File: config.mk
export PLATFORM = sky130hd
export DESIGN_NAME = nonoverlap_phase_gen
export DESIGN_NICKNAME = d
export VERILOG_FILES = /design/src/rtl/npg_pkg.sv /design/src/rtl/npg_frame_counter.sv /design/src/rtl/npg_phase_decode.sv /design/src/rtl/npg_interlock.sv /design/src/rtl/nonoverlap_phase_gen.sv
export SDC_FILE = /design/constraint.sdc
export NUM_CORES = 1
export LEC_CHECK = 0
export ABC_AREA = 1
export BUFFER_PORTS_ARGS = -buffer_cell sky130_fd_sc_hd__buf_2
export CAP_MARGIN = 20
export CORE_AREA = 4 4 41 43
export CTS_CLUSTER_SIZE = 20
export DETAILED_ROUTE_END_ITERATION = 10
export DIE_AREA = 0 0 45 47
export HOLD_SLACK_MARGIN = 0.03
export PLACE_DENSITY = 0.56
export SLEW_MARGIN = 0
export SYNTH_ARGS = -nofsm -noshare
export SYNTH_HDL_FRONTEND = slang
export SYNTH_SLANG_ARGS = --single-unit
File: constraint.sdc
create_clock -name clk -period 1.8 [get_ports clk]
set_input_delay 0 -clock clk [delete_from_list [all_inputs] [get_ports clk]]
set_output_delay 0 -clock clk [all_outputs]
set_load 0.005 [all_outputs]
File: src/rtl/npg_pkg.sv
package npg_pkg;

  typedef struct packed {
    logic full;
    logic one;
    logic two;
    logic one_e;
    logic two_e;
    logic stb;
  } npg_phases_t;

  function automatic logic in_span(input int v, input int lo, input int hi);
    return (v >= lo) && (v < hi);
  endfunction

  function automatic logic upper_half(input int pos, input int div);
    return pos >= div;
  endfunction

  function automatic int fold_half(input int pos, input int div);
    return (pos >= div) ? (pos - div) : pos;
  endfunction

  function automatic logic params_ok(input int div, input int dead,
                                     input int early, input int lead);
    return (dead >= 1) && (early >= 1) && (lead >= 0) &&
           (dead + early + lead < div);
  endfunction

endpackage

File: src/rtl/npg_frame_counter.sv
module npg_frame_counter #(
  parameter int FRAME = 32,
  localparam int CW = $clog2(FRAME)
) (
  input  logic          clk,
  input  logic          rst_n,
  output logic [CW-1:0] pos
);
  localparam logic [CW-1:0] LAST = CW'(FRAME - 1);

  always_ff @(posedge clk or negedge rst_n) begin
    if (!rst_n) pos <= '0;
    else if (pos == LAST) pos <= '0;
    else pos <= pos + 1'b1;
  end
endmodule

File: src/rtl/npg_phase_decode.sv
module npg_phase_decode
  import npg_pkg::*;
#(
  parameter int DIV   = 16,
  parameter int DEAD  = 2,
  parameter int EARLY = 2,
  parameter int LEAD  = 1,
  localparam int FRAME = 2 * DIV,
  localparam int CW = $clog2(FRAME)
) (
  input  logic [CW-1:0] pos,
  output npg_phases_t   req
);
  localparam int EARLY_END = DIV - EARLY;
  localparam int FULL_END  = DIV - EARLY - LEAD;

  int  p;
  int  lp;
  logic hi_half;

  always_comb begin
    p       = int'(pos);
    hi_half = upper_half(p, DIV);
    lp      = fold_half(p, DIV);
    req.one   = !hi_half && in_span(lp, DEAD, DIV);
    req.two   =  hi_half && in_span(lp, DEAD, DIV);
    req.one_e = !hi_half && in_span(lp, DEAD, EARLY_END);
    req.two_e =  hi_half && in_span(lp, DEAD, EARLY_END);
    req.full  = in_span(lp, DEAD, FULL_END);
    req.stb   = (p == FRAME - 1);
  end
endmodule

File: src/rtl/npg_interlock.sv
module npg_interlock
  import npg_pkg::*;
(
  input  logic        clk,
  input  logic        rst_n,
  input  npg_phases_t req,
  output npg_phases_t ph
);
  // Cross-coupled feedback: a hold phase may only rise once the other is low.
  logic one_gate;
  logic two_gate;

  assign one_gate = ~ph.two;
  assign two_gate = ~ph.one;

  always_ff @(posedge clk or negedge rst_n) begin
    if (!rst_n) begin
      ph <= '0;
    end else begin
      ph.one   <= req.one   & one_gate;
      ph.two   <= req.two   & two_gate;
      ph.one_e <= req.one_e & one_gate;
      ph.two_e <= req.two_e & two_gate;
      ph.full  <= req.full;
      ph.stb   <= req.stb;
    end
  end
endmodule

File: src/rtl/nonoverlap_phase_gen.sv
module nonoverlap_phase_gen
  import npg_pkg::*;
#(
  parameter int DIV   = 16,
  parameter int DEAD  = 2,
  parameter int EARLY = 2,
  parameter int LEAD  = 1
) (
  input  logic clk,
  input  logic rst_n,
  output logic ph_full,
  output logic ph_one,
  output logic ph_two,
  output logic ph_one_early,
  output logic ph_two_early,
  output logic latch_stb
);
  localparam int FRAME = 2 * DIV;
  localparam int CW = $clog2(FRAME);

  if (!params_ok(DIV, DEAD, EARLY, LEAD)) begin : g_bad_params
    $error("nonoverlap_phase_gen: DEAD/EARLY/LEAD leave a phase pulse without width");
  end

  logic [CW-1:0] frame_pos;
  npg_phases_t   phase_req;
  npg_phases_t   phase_q;

  npg_frame_counter #(.FRAME(FRAME)) u_cnt (
    .clk  (clk),
    .rst_n(rst_n),
    .pos  (frame_pos)
  );

  npg_phase_decode #(.DIV(DIV), .DEAD(DEAD), .EARLY(EARLY), .LEAD(LEAD)) u_dec (
    .pos(frame_pos),
    .req(phase_req)
  );

  npg_interlock u_lock (
    .clk  (clk),
    .rst_n(rst_n),
    .req  (phase_req),
    .ph   (phase_q)
  );

  assign ph_full      = phase_q.full;
  assign ph_one       = phase_q.one;
  assign ph_two       = phase_q.two;
  assign ph_one_early = phase_q.one_e;
  assign ph_two_early = phase_q.two_e;
  assign latch_stb    = phase_q.stb;
endmodule

==> metrics.md <==
| Metric | Value |
|---|---|
| Sw Share | 0.1846 |
| Htree depth | 1 |
| Remaining global-route overflow | 0 |
| Final Skew | 0.004500 ns |
| Synth warnings | 0 |
| Area leader, netlist | dfrtp_1 |
| Drt total wl | 641 µm |
| Total number of vias | 292 |
| Diodes inserted | 0 |
| Final Non-Filler Cells | 69 |
| Syn Std Cell Area | 429.2 µm² |
| Vias in the first global route | 295 |
| GR Util All Layers | 0.08032 |
| Least-Margin Pin Slew | 0.2539 ns |
| Mean Syn Cell Area | 10.22 µm² |
| Post-DRT Antenna Nets | 0 |
| Sw Pwr | 0.07577 mW |
| Power Total | 0.4106 mW |
| Largest net degree at the start of global routing | 12 |
| Drt pass-1 iters | 4 |
| RSZ-0062 raised after global routing | no |
| Full die area | 2115 µm² |
| Residual DRC | 0 |
| I/O Buffers | 7 |
| Clock power share | 0.381 |
| CTS max path bufs | 2 |
| Setup TNS | 0 ns |
| Cell Rows | 13 |
| Final-report setup violation count | 0 |
| Internal power | 0.3348 mW |
| Die Ht | 47 µm |
| CTS tree | built |
| CTS buffer count | 3 |
| Worst reg-to-reg path cell count | 5 |
| Yosys cell types | 10 |
| WS Path Type | reg2reg |
| Final hold vios | 0 |
| Post-CTS Setup Repair Bufs | 0 |
| Clock sink count | 11 |
| Post-Syn Nets | 47 |
| PostCTS Resize Cnt | 0 |
| Clk Latency, worst-skew pair | 0.26 ns |
| DP Cell Count | 64 |
| Endpoint type of the worst setup path | register |
| PD cells | 790.7 nW/µm² |
| Root Driver | clkbuf_4 |
| DP Wirelength | 488.4 µm |
| Initial antenna violation count | 0 |
| CP Launch Type | register |
| Slew HR | 0.8308 |
| Part of the power in registers | 0.602 |
| Area grow syn2layout | 20.99% |
| CTS clk-pin slew, worst paths | 0.06 ns |
| Post-synthesis sequential area ratio | 0.6414 |
| Initial Util | 0.3298 |
| Avg WL per Cell | 9.290 µm |
| First-pass GRT wire length | 1152 µm |
| Max-Cap Viols | 0 |
| Gate power share | 0.017 |
| Cells after Synth | 42 |
| Drt initial violations | 4 |
| Layout cell share with drive strength beyond 1 | 0.2037 |
| Worst path required time | 1.97 ns |
| Max Freq | 0.7906 GHz |
| Core area | 1301 µm² |
| Ranking of synthesized cells by area | dfrtp_1, ha_1, nor2_1, inv_1, nand2_1 |
| Lkg Pwr | 0.3135 nW |
| Fin crit period | 1.265 ns |
| Commonest non-fill, non-tap cells in the layout | dfrtp_1, nor2_1, inv_1, buf_2, nand2_1 |
| CP Max Fanout | 5 |
| Final Net Count | 60 |
| Commonest non-fill, non-tap cell in the layout | dfrtp_1 |
| Via/cell ratio | 4.232 |
| Top cell type's share of synthesized area | 0.6414 |
| IO Count | 8 |
| Fill cells | 135 |
| CP arrival | 1.44 ns |
| VDD IR max | 0.5554 mV |
| Worst min path class | in2async |
| Post-route clock period utilization | 0.7027 |
| Status | finished clean |
| Die width | 45 µm |
| Yosys reg bits | 11 |
| Gpl congestion | 0.7157 |
| Slew Limit Fails | 0 |
## worst paths after layout
path                              start            to  slack (ns)
max                        u_cnt.pos[0]  u_cnt.pos[2]        0.54
min                               rst_n  u_lock.ph[2]        0.14
max reg2reg                u_cnt.pos[0]  u_cnt.pos[2]        0.54
min reg2reg                u_cnt.pos[0]  u_cnt.pos[0]        0.50
max in group asynchronous         rst_n  u_cnt.pos[1]        1.46
min in group clk           u_cnt.pos[0]  u_cnt.pos[0]        0.50
## worst max-delay path, stage by stage (launching register included)
cell and delay [ns]:
dfrtp_1 0.42, ha_1 0.23, nand2_1 0.07, nor2_1 0.04
ha_1 0.21, nor3b_1 0.21
## cells by family (layout without fill, tap and decap cells)
family / count (synthesis) / in the layout / share of synthesized area
compound gates: 1 / 1 / 0.01165
fa+ha+maj: 3 / 3 / 0.08747
buf+inv: 7 / 19 / 0.06124
flops: 11 / 11 / 0.6414
simple gates: 20 / 20 / 0.1983
## layer usage
metal  GRT usage  share of wire
met5           0              0
met2      0.1215           0.45
met3     0.06897          0.089
met4     0.01754              0
met1     0.08592           0.46
## state kept, by name, indices dropped and copies added, names as in the netlist
name       flops
u_cnt.pos      5
u_lock.ph      6
## cells in the mapped netlist
cell and instances:
nand4_1 1, ha_1 3, o21ai_0 1, inv_1 7, dfrtp_1 11, nand2_1 6
nand3_1 1, nand2_2 1, nor2_1 10, nor3b_1 1
## repair_timing
| item | 4_1_cts | 5_1_grt |
|---|---|---|
| hold buffers | 1 | 0 |
| endpoints found under the hold margin | 11 | 0 |
| endpoints found under the setup margin | 0 | 0 |
## stage by stage
stage	utilization	hold WS (ns)	setup WS, ns	cell area [µm²]
6_report	0.3990	0.1364	0.5351	519.2
5_1_grt	0.3990	0.1475	0.4277	519.2
4_1_cts	0.3990	0.1298	0.5276	519.2
3_5_place_dp	0.3712	-0.1218	0.5451	483.0
3_3_place_gp	0.3712	-0.1225	0.5789	483.0
2_1_floorplan	-	-0.2956	0.6336	429.2
## area by class of cell
| cell class | count | area (µm²) | share of cell area |
|---|---|---|---|
| well taps | 15 | 18.77 | 0.03614 |
| clock buffers | 4 | 26.28 | 0.05060 |
| repair buffers | 8 | 45.04 | 0.08675 |
| inverters | 7 | 26.28 | 0.05060 |
| flip-flops and latches | 11 | 275.3 | 0.5301 |
| multi-input cells | 24 | 127.6 | 0.2458 |
## power groups by stage
stage / Combinational (mW) / Clock (mW) / Sequential (mW)
2_1_floorplan: 0.000000112 / 0 / 0.252
3_3_place_gp: 0.00562 / 0 / 0.252
3_5_place_dp: 0.00566 / 0 / 0.252
4_1_cts: 0.00732 / 0.168 / 0.247
5_1_grt: 0.00821 / 0.183 / 0.247
6_report: 0.00713 / 0.156 / 0.247
Power figures use the tool's default switching activity.
